==> config.mk <==
export PLATFORM = sky130hd
export DESIGN_NAME = rst_strap_ctrl
export DESIGN_NICKNAME = d
export VERILOG_FILES = /design/src/rtl/rsc_pkg.sv /design/src/rtl/rsc_fsm.sv /design/src/rtl/rsc_opt_regs.sv /design/src/rtl/rst_strap_ctrl.sv
export SDC_FILE = /design/constraint.sdc
export NUM_CORES = 1
export LEC_CHECK = 0
export BUFFER_PORTS_ARGS = -buffer_cell sky130_fd_sc_hd__clkbuf_2
export CAP_MARGIN = 20
export CORE_AREA = 2 2 52 54
export CTS_CLUSTER_DIAMETER = 80
export DETAILED_ROUTE_END_ITERATION = 12
export DIE_AREA = 0 0 54 56
export PLACE_DENSITY_LB_ADDON = 0.12
export SKIP_LAST_GASP = 1
export SYNTH_ARGS = -nofsm -noshare
export SYNTH_HDL_FRONTEND = slang
export SYNTH_SLANG_ARGS = --single-unit
==> constraint.sdc <==
create_clock -name clk -period 2.31 [get_ports clk]
set_input_delay 0.3465 -clock clk [delete_from_list [all_inputs] [get_ports clk]]
set_output_delay 0.3465 -clock clk [all_outputs]
set_load 0.1 [all_outputs]
==> src/rtl/rsc_pkg.sv <==
package rsc_pkg;

    typedef enum logic [2:0] {
        ST_INIT,
        ST_FILTER,
        ST_ASSERTED,
        ST_HOLD,
        ST_RUN
    } rsc_state_e;

    function automatic int unsigned clamp_size(input int unsigned v,
                                               input int unsigned lo,
                                               input int unsigned hi);
        if (v < lo) return lo;
        if (v > hi) return hi;
        return v;
    endfunction

endpackage

==> src/rtl/rsc_fsm.sv <==
module rsc_fsm
    import rsc_pkg::*;
#(
    parameter int unsigned MIN_LOW_CYC = 2500,
    parameter int unsigned HOLD_CYC    = 3
) (
    input  logic clk,
    input  logic por_n,
    input  logic pin_n,
    input  logic osc_ok,
    output logic latch_en,
    output logic core_rst_n,
    output logic rel_pulse
);
    localparam int unsigned CNT_MAX = (MIN_LOW_CYC > HOLD_CYC) ? MIN_LOW_CYC : HOLD_CYC;
    localparam int unsigned CW      = $clog2(CNT_MAX + 1);
    localparam logic [CW-1:0] LOW_LAST  = CW'(MIN_LOW_CYC - 1);
    localparam logic [CW-1:0] HOLD_LAST = CW'(HOLD_CYC - 1);
    localparam logic [CW-1:0] ONE       = CW'(1);

    rsc_state_e    state, nxt;
    logic [CW-1:0] cnt, cnt_nxt;
    logic          from_run, from_run_nxt;

    always_ff @(posedge clk or negedge por_n) begin
        if (!por_n) begin
            state    <= ST_INIT;
            cnt      <= '0;
            from_run <= 1'b0;
        end else begin
            state    <= nxt;
            cnt      <= cnt_nxt;
            from_run <= from_run_nxt;
        end
    end

    always_comb begin
        nxt          = state;
        cnt_nxt      = cnt;
        from_run_nxt = from_run;
        unique case (state)
            ST_INIT: begin
                if (!pin_n) begin
                    nxt          = ST_FILTER;
                    cnt_nxt      = ONE;
                    from_run_nxt = 1'b0;
                end
            end
            ST_RUN: begin
                if (!pin_n) begin
                    nxt          = ST_FILTER;
                    cnt_nxt      = ONE;
                    from_run_nxt = 1'b1;
                end
            end
            ST_FILTER: begin
                if (pin_n) begin
                    nxt     = from_run ? ST_RUN : ST_INIT;
                    cnt_nxt = '0;
                end else if (cnt == LOW_LAST) begin
                    nxt     = ST_ASSERTED;
                    cnt_nxt = '0;
                end else begin
                    cnt_nxt = cnt + ONE;
                end
            end
            ST_ASSERTED: begin
                if (pin_n && osc_ok) begin
                    nxt     = ST_HOLD;
                    cnt_nxt = ONE;
                end
            end
            ST_HOLD: begin
                if (!pin_n || !osc_ok) begin
                    nxt     = ST_ASSERTED;
                    cnt_nxt = '0;
                end else if (cnt == HOLD_LAST) begin
                    nxt     = ST_RUN;
                    cnt_nxt = '0;
                end else begin
                    cnt_nxt = cnt + ONE;
                end
            end
            default: begin
                nxt     = ST_INIT;
                cnt_nxt = '0;
            end
        endcase
    end

    // Output process
    always_ff @(posedge clk or negedge por_n) begin
        if (!por_n) rel_pulse <= 1'b0;
        else        rel_pulse <= latch_en;
    end

    assign latch_en   = (state == ST_HOLD) && (nxt == ST_RUN);
    assign core_rst_n = (state == ST_RUN) || ((state == ST_FILTER) && from_run);

    AST_FALL_NEEDS_LOW: assert property (@(posedge clk) disable iff (!por_n)
        $fell(core_rst_n) |-> $past(!pin_n));
    AST_RISE_NEEDS_OSC: assert property (@(posedge clk) disable iff (!por_n)
        $rose(core_rst_n) |-> $past(osc_ok) && $past(pin_n));
    AST_REL_SINGLE: assert property (@(posedge clk) disable iff (!por_n)
        rel_pulse |=> !rel_pulse);
    AST_REL_AT_RELEASE: assert property (@(posedge clk) disable iff (!por_n)
        rel_pulse |-> core_rst_n && !$past(core_rst_n));

endmodule

==> src/rtl/rsc_opt_regs.sv <==
module rsc_opt_regs
    import rsc_pkg::*;
#(
    parameter int unsigned ASIZE_W   = 5,
    parameter int unsigned ASIZE_MIN = 12,
    parameter int unsigned ASIZE_MAX = 20,
    parameter int unsigned INT_ASIZE = 16
) (
    input  logic               clk,
    input  logic               por_n,
    input  logic               latch_en,
    input  logic               running,
    input  logic               code_pin,
    input  logic               busw_pin,
    input  logic               sw_busw_we,
    input  logic               sw_busw_val,
    input  logic               sw_asize_we,
    input  logic [ASIZE_W-1:0] sw_asize_val,
    output logic               rom_less,
    output logic               bus_16,
    output logic [ASIZE_W-1:0] addr_size
);
    localparam logic [ASIZE_W-1:0] SIZE_EXT = ASIZE_W'(ASIZE_MAX);
    localparam logic [ASIZE_W-1:0] SIZE_INT =
        ASIZE_W'(clamp_size(INT_ASIZE, ASIZE_MIN, ASIZE_MAX));

    logic [ASIZE_W-1:0] sw_size_sat;
    assign sw_size_sat = ASIZE_W'(clamp_size(int'(sw_asize_val), ASIZE_MIN, ASIZE_MAX));

    always_ff @(posedge clk or negedge por_n) begin
        if (!por_n) begin
            rom_less  <= 1'b0;
            bus_16    <= 1'b1;
            addr_size <= SIZE_EXT;
        end else if (latch_en) begin
            rom_less  <= ~code_pin;
            bus_16    <= busw_pin;
            addr_size <= code_pin ? SIZE_INT : SIZE_EXT;
        end else if (running) begin
            if (sw_busw_we)  bus_16    <= sw_busw_val;
            if (sw_asize_we) addr_size <= sw_size_sat;
        end
    end

    AST_SIZE_IN_RANGE: assert property (@(posedge clk) disable iff (!por_n)
        (addr_size >= ASIZE_W'(ASIZE_MIN)) && (addr_size <= ASIZE_W'(ASIZE_MAX)));
    AST_FROZEN_IN_RESET: assert property (@(posedge clk) disable iff (!por_n)
        (!running && !latch_en) |=> $stable({rom_less, bus_16, addr_size}));

endmodule

==> src/rtl/rst_strap_ctrl.sv <==
module rst_strap_ctrl
    import rsc_pkg::*;
#(
    parameter int unsigned MIN_LOW_CYC = 2500,
    parameter int unsigned HOLD_CYC    = 3,
    parameter int unsigned ASIZE_W     = 5,
    parameter int unsigned ASIZE_MIN   = 12,
    parameter int unsigned ASIZE_MAX   = 20,
    parameter int unsigned INT_ASIZE   = 16
) (
    input  logic               clk,
    input  logic               por_n,
    input  logic               rst_pin_n,
    input  logic               osc_ok,
    input  logic               code_pin,
    input  logic               busw_pin,
    input  logic               sw_busw_we,
    input  logic               sw_busw_val,
    input  logic               sw_asize_we,
    input  logic [ASIZE_W-1:0] sw_asize_val,
    output logic               core_rst_n,
    output logic               rom_less,
    output logic               bus_16,
    output logic [ASIZE_W-1:0] addr_size,
    output logic               bus_wait,
    output logic               rel_pulse
);
    logic latch_en;

    rsc_fsm #(
        .MIN_LOW_CYC (MIN_LOW_CYC),
        .HOLD_CYC    (HOLD_CYC)
    ) u_fsm (
        .clk        (clk),
        .por_n      (por_n),
        .pin_n      (rst_pin_n),
        .osc_ok     (osc_ok),
        .latch_en   (latch_en),
        .core_rst_n (core_rst_n),
        .rel_pulse  (rel_pulse)
    );

    rsc_opt_regs #(
        .ASIZE_W   (ASIZE_W),
        .ASIZE_MIN (ASIZE_MIN),
        .ASIZE_MAX (ASIZE_MAX),
        .INT_ASIZE (INT_ASIZE)
    ) u_opt (
        .clk          (clk),
        .por_n        (por_n),
        .latch_en     (latch_en),
        .running      (core_rst_n),
        .code_pin     (code_pin),
        .busw_pin     (busw_pin),
        .sw_busw_we   (sw_busw_we),
        .sw_busw_val  (sw_busw_val),
        .sw_asize_we  (sw_asize_we),
        .sw_asize_val (sw_asize_val),
        .rom_less     (rom_less),
        .bus_16       (bus_16),
        .addr_size    (addr_size)
    );

    assign bus_wait = core_rst_n & code_pin;

    AST_WAIT_QUIET: assert property (@(posedge clk) disable iff (!por_n)
        $fell(core_rst_n) |-> !bus_wait);

endmodule

Word-level counts from Yosys, hierarchy flattened
Index checks and enable logic that the tools add are counted.
{"block": "word_totals", "elab_cells": 72, "inputBits": 14, "output_inout_bits": 10, "reg_bits": 24}
{"block": "op_classes", "order_cmp": 2, "n_reduce_logical": 17, "n_mux": 32, "bitwise_logic": 2, "n_addsub": 1, "n_eq_ne": 11}
{"op": "two-way mux 12 bit", "count": 6}
{"op": "case mux 12 bit (4 select lines)", "count": 1}
{"op": "two-way mux 5 bit", "count": 6}
{"op": "two-way mux 3 bit", "count": 8}
{"op": "adder 12 x 1 -> 12 bit, second input constant", "count": 1}
{"op": "equality test 12 bit, second input constant", "count": 1}
{"op": "equality test 12 x 2 -> 1 bit, second input constant", "count": 1}
{"op": "case mux 3 bit (4 select lines)", "count": 1}
{"op": "two-way mux 1 bit", "count": 8}
{"op": "nonzero test 2 bit", "count": 4}
{"op": "equality test 3 x 2 -> 1 bit, second input constant", "count": 2}
{"op": "equality test 3 bit, second input constant", "count": 2}
{"op": "!= test 2 bit, second input constant", "count": 3}
{"op": "AND reduction 2 bit", "count": 3}
{"op": "> comparator 5 bit, second input constant", "count": 1}
{"op": "less-than comparator 5 x 4 -> 1 bit, second input constant", "count": 1}
{"op": "two-way mux 4 bit", "count": 1}
{"op": "equality test 3 x 1 -> 1 bit, second input constant", "count": 1}
{"op": "logical AND 1 bit", "count": 3}
{"op": "logical NOT 3 bit", "count": 1}
{"op": "AND reduction 3 bit", "count": 1}
{"op": "logical NOT 1 bit", "count": 2}
{"op": "logical OR 1 bit", "count": 2}
{"op": "!= test 2 x 1 -> 1 bit, second input constant", "count": 1}
{"op": "4 further kinds", "count": 4}

Depth between registers and ports, before layout
{"block": "logic_depth", "ltp_word": 8, "depth_mapped": 8, "mapped_depth_nobuf": 8}

Hierarchy
Synthesis repeated with hierarchy kept, for this count alone.
{"block": "unflattened", "hier_cells": 140, "hier_area_um2": 1326.3}
{"mod": "rsc_fsm", "area_each_um2": 998.5, "seq_area_each_um2": 425.4, "n_inst": 1, "cells_each": 110}
{"mod": "rsc_opt_regs", "area_each_um2": 321.6, "seq_area_each_um2": 178.9, "n_inst": 1, "cells_each": 29}
{"mod": "rst_strap_ctrl", "area_each_um2": 6.3, "seq_area_each_um2": 0.0, "n_inst": 1, "cells_each": 1}

Worst setup path after synthesis
OpenSTA, ideal clock, no wires.
{"block": "synth_timing", "kind": "register to output", "startpoint": "reg u_fsm.state[0]", "endpoint": "out bus_wait", "stages_incl_launch_ff": 4, "path_buffers": 0, "required_time_ps": 1964, "slack_ps": -523, "arrival_ps": 2487, "path_cell_list": "dfrtp_1 -> nand2b_1 -> a21oi_2 -> and2_1"}
{"block": "synth_between", "elab_chain_len": 4, "elab_cells_between_ends": 5, "classes_between": "eq/ne: 2; bitwise: 1; reduce/logical: 2"}
{"element": "from (decl)", "line": "rsc_fsm.sv:21", "source": "rsc_state_e state, nxt;"}
{"element": "from (signal assigned)", "line": "rsc_fsm.sv:31", "source": "state <= nxt;"}
{"element": "equality test 3 x 1 -> 1 bit", "line": "rsc_fsm.sv:98", "source": "assign core_rst_n = (state == ST_RUN) || ((state == ST_FILTER) && from_run);"}
{"element": "logical AND 1 bit", "line": "rsc_fsm.sv:98"}
{"element": "logical OR 1 bit (*)", "line": "rsc_fsm.sv:98"}
{"element": "via core_rst_n", "line": "rst_strap_ctrl.sv:21", "source": "output logic core_rst_n,"}
{"element": "AND 1 bit (*)", "line": "rst_strap_ctrl.sv:64", "source": "assign bus_wait = core_rst_n & code_pin;"}
{"element": "to (decl)", "line": "rst_strap_ctrl.sv:25", "source": "output logic bus_wait,"}
The timed path passes the listed nets; every way through them passes the cells marked *.

Worst setup path after layout
{"block": "layout_timing", "startpoint": "reg u_fsm.state[2]", "endpoint": "out bus_wait"}
{"block": "layout_between", "elab_chain_len": 4, "elab_cells_between_ends": 5, "classes_between": "eq/ne: 2; bitwise: 1; reduce/logical: 2"}
{"element": "equality test 3 x 1 -> 1 bit", "line": "rsc_fsm.sv:98"}
{"element": "logical AND 1 bit", "line": "rsc_fsm.sv:98"}
{"element": "logical OR 1 bit (*)", "line": "rsc_fsm.sv:98"}
{"element": "AND 1 bit (*)", "line": "rst_strap_ctrl.sv:64"}
Every way passes the cells marked *; elsewhere a longest branch is shown, timed or not.

==> results_dict.tcl <==
set metrics [dict create \
    fmax_mhz 459 \
    place_inst 185 \
    cts.sinks 24 \
    yosysSeqAreaShare 0.467 \
    synth_seq_cells 24 \
    grt_pass1_vias 1029 \
    use_met2 0.326 \
    rsz0062_at_grt "false" \
    p_per_area_nw_per_um2 944 \
    track_usage 0.185 \
    htree_levels 1 \
    yosys-top-cells-area "dfrtp_1, dfstp_2, xnor2_1" \
    postCtsSetupBuffers 0 \
    fin_crit_ps 2180 \
    routed_wire_length_per_instance_um 13.6 \
    final_layout_size_suffix_gt1_frac 0.277 \
    nets 176 \
    worstSetupEndpointType "primary output" \
    cp_max_fo 8 \
    drc_errors 0 \
    grt_use_met1 0.216 \
    holdBufCountCts 0 \
    fp-row-count 18 \
    leakage_uw 0.000710 \
    coreArea_um2 2430 \
    die-area_um2 3020 \
    numCtsBuffers 3 \
    layout-area-overhead-vs-synth_pct 13.8 \
    fillCellCount 230 \
    die_height_um 56 \
    synth_edf_count 0 \
    grt_max_degree 25 \
    slew_headroom 0.607 \
    hp-class "input pin to asynchronous set/reset pin" \
    crit-reg2reg-launch "u_fsm.cnt[3]$_DFFE_PN0P_" \
    status "finished, final reports clean" \
    yosys.area.top_type "dfrtp_1" \
    finalWeightedCongestion 0.786 \
    multi_input_area_um2 657 \
    mostFrequentLayoutCell "clkbuf_2" \
    io_pins 24 \
    grt_use_met3 0.0242 \
    synth_cell_type_count 40 \
    startpoint_type "flip-flop" \
    place_area_um2 1440 \
    antenna_found_initial 0 \
    synth_warnings 0 \
    portBuffers 23 \
    drt_iter0_drc 23 \
    insertion_delay_ps 310 \
    ys.flop_type "dfrtp_1" \
    rr_worst_depth 5 \
    utilization 0.606 \
    arrival_ps 1830 \
    hold_viol 0 \
    tightest_slew_ps 590 \
    dp_hpwl_um 1940 \
    yosysTopAreaCellShare 0.406 \
    drt_wl_total_um 2580 \
    diodes 0 \
    regToRegEndpoint "u_fsm.cnt[9]$_DFFE_PN0P_" \
    grt_overflow 0 \
    min_period_over_period 0.944 \
    vias 1077 \
    final_cell_mix "clkbuf_2, dfrtp_1, nor2_1" \
    stdcell_area_um2 1470 \
    synthesis.area_um2 1290 \
    clk_pin_slew_ps 120 \
    start_util 0.532 \
    cts_root_buf "clkbuf_4" \
    die_x_um 54 \
    finalSetupViolCount 0 \
    max-vdd-ir-drop_v 0.000533 \
    cts_buffer_depth 2 \
    drv_cap 0 \
    synth_area_per_cell_um2 9.59 \
    setup_tns_ps 0 \
    cts_tree "yes" \
    async_flop_share 1.00 \
    syn-instance-count 135 \
    cp.required_ps 1960 \
    ant_nets 0 \
    grt_pass1_wl_um 4220 \
    drtPass1Iterations 4 \
    critical_path_class "flip-flop to primary output" \
    skew_ps 3.35 \
    fin_cells 189 \
    top_usage_layer "met2" \
    maxSlewViolCount 0 \
    rrSetupSlack_ps 340 \
    vias_per_cell 5.70 \
    synth_fp_nets 151 \
    seq_area_um2 604 \
]
-- metrics by stage --
step                      power, µW  worst slack, ps  hold slack [ps]
after global routing           1470             20.7             41.1
after CTS                      1400             94.1             20.0
after global placement         1160              427              376
after detailed placement       1180              381              374
final                          1390              130             12.9
after floorplan                1080             82.6             50.9
-- repair_timing --
action	4_1_cts	5_1_grt
resized for setup	0	1
endpoints found under the hold margin	0	0
endpoints found under the setup margin	0	1
-- logic make-up after synthesis --
kind of cell	share of synthesized area
XOR/XNOR	0.0473
multiplexers	0.0164
AO/OA/AOI/OAI	0.152
flip-flops	0.467
AND/OR/NAND/NOR	0.266
adder cells (fa/ha/maj)	0.0193
buffers and inverters	0.0328
-- area by class of cell --
| class | instances | share of cell area |
|---|---|---|
| Sequential cell | 24 | 0.410 |
| Inverter | 3 | 0.0110 |
| Timing Repair Buffer | 24 | 0.0832 |
| Tap cell | 30 | 0.0255 |
| Multi-Input combinational cell | 104 | 0.446 |
| Clock buffer | 4 | 0.0246 |
-- state kept, by name (all words and copies together) (netlist names) --
signal,flops
u_fsm.cnt,12
u_opt.addr_size,5
u_fsm.state,3
u_fsm.from_run,1
u_fsm.rel_pulse,1
u_opt.bus_16,1
u_opt.rom_less,1
-- synth_stat cells (3+ instances only) --
library cell / instances
a21o_1: 4
nand3b_1: 3
nor2_1: 16
dfstp_2: 3
dfrtp_1: 21
nor3_1: 9
a21oi_1: 6
nand2_1: 14
xnor2_1: 7
o21ai_0: 7
buf_2: 3
nand3_1: 5
-- worst max-delay path by stage --
stage	from	end	slack, ps	depth (start not counted)
finish	u_fsm.state[2]$_DFF_PN0_	bus_wait	130	4
global route	u_fsm.state[2]$_DFF_PN0_	bus_wait	20	4
CTS	u_fsm.state[2]$_DFF_PN0_	bus_wait	90	4
detailed placement	u_fsm.cnt[3]$_DFFE_PN0P_	u_fsm.cnt[7]$_DFFE_PN0P_	380	5
global placement	u_fsm.cnt[3]$_DFFE_PN0P_	u_fsm.cnt[5]$_DFFE_PN0P_	430	5
floorplan	u_fsm.state[2]$_DFF_PN0_	bus_wait	80	3
-- power by group --
part / leakage (µW) / total (µW) / internal, µW / switching, µW
clock network: 0.0000210 / 216 / 96.2 / 120
registers: 0.000318 / 583 / 500 / 83.8
logic: 0.000372 / 592 / 159 / 433
-- layer usage --
| metal | up-vias | part of all wire |
|---|---|---|
| met5 | - | 0 |
| met4 | 0 | 0.020 |
| met3 | 7 | 0.044 |
| met2 | 30 | 0.49 |
| met1 | 518 | 0.44 |
| li1 | 522 | - |
-- worst max-delay path: stages (launching register included) --
cell	delay, ps
dfrtp_1	470
nand3b_1	230
a21oi_4	240
and2_2	160
buf_2	410
Note: power is estimated with default switching activity, not from simulation.
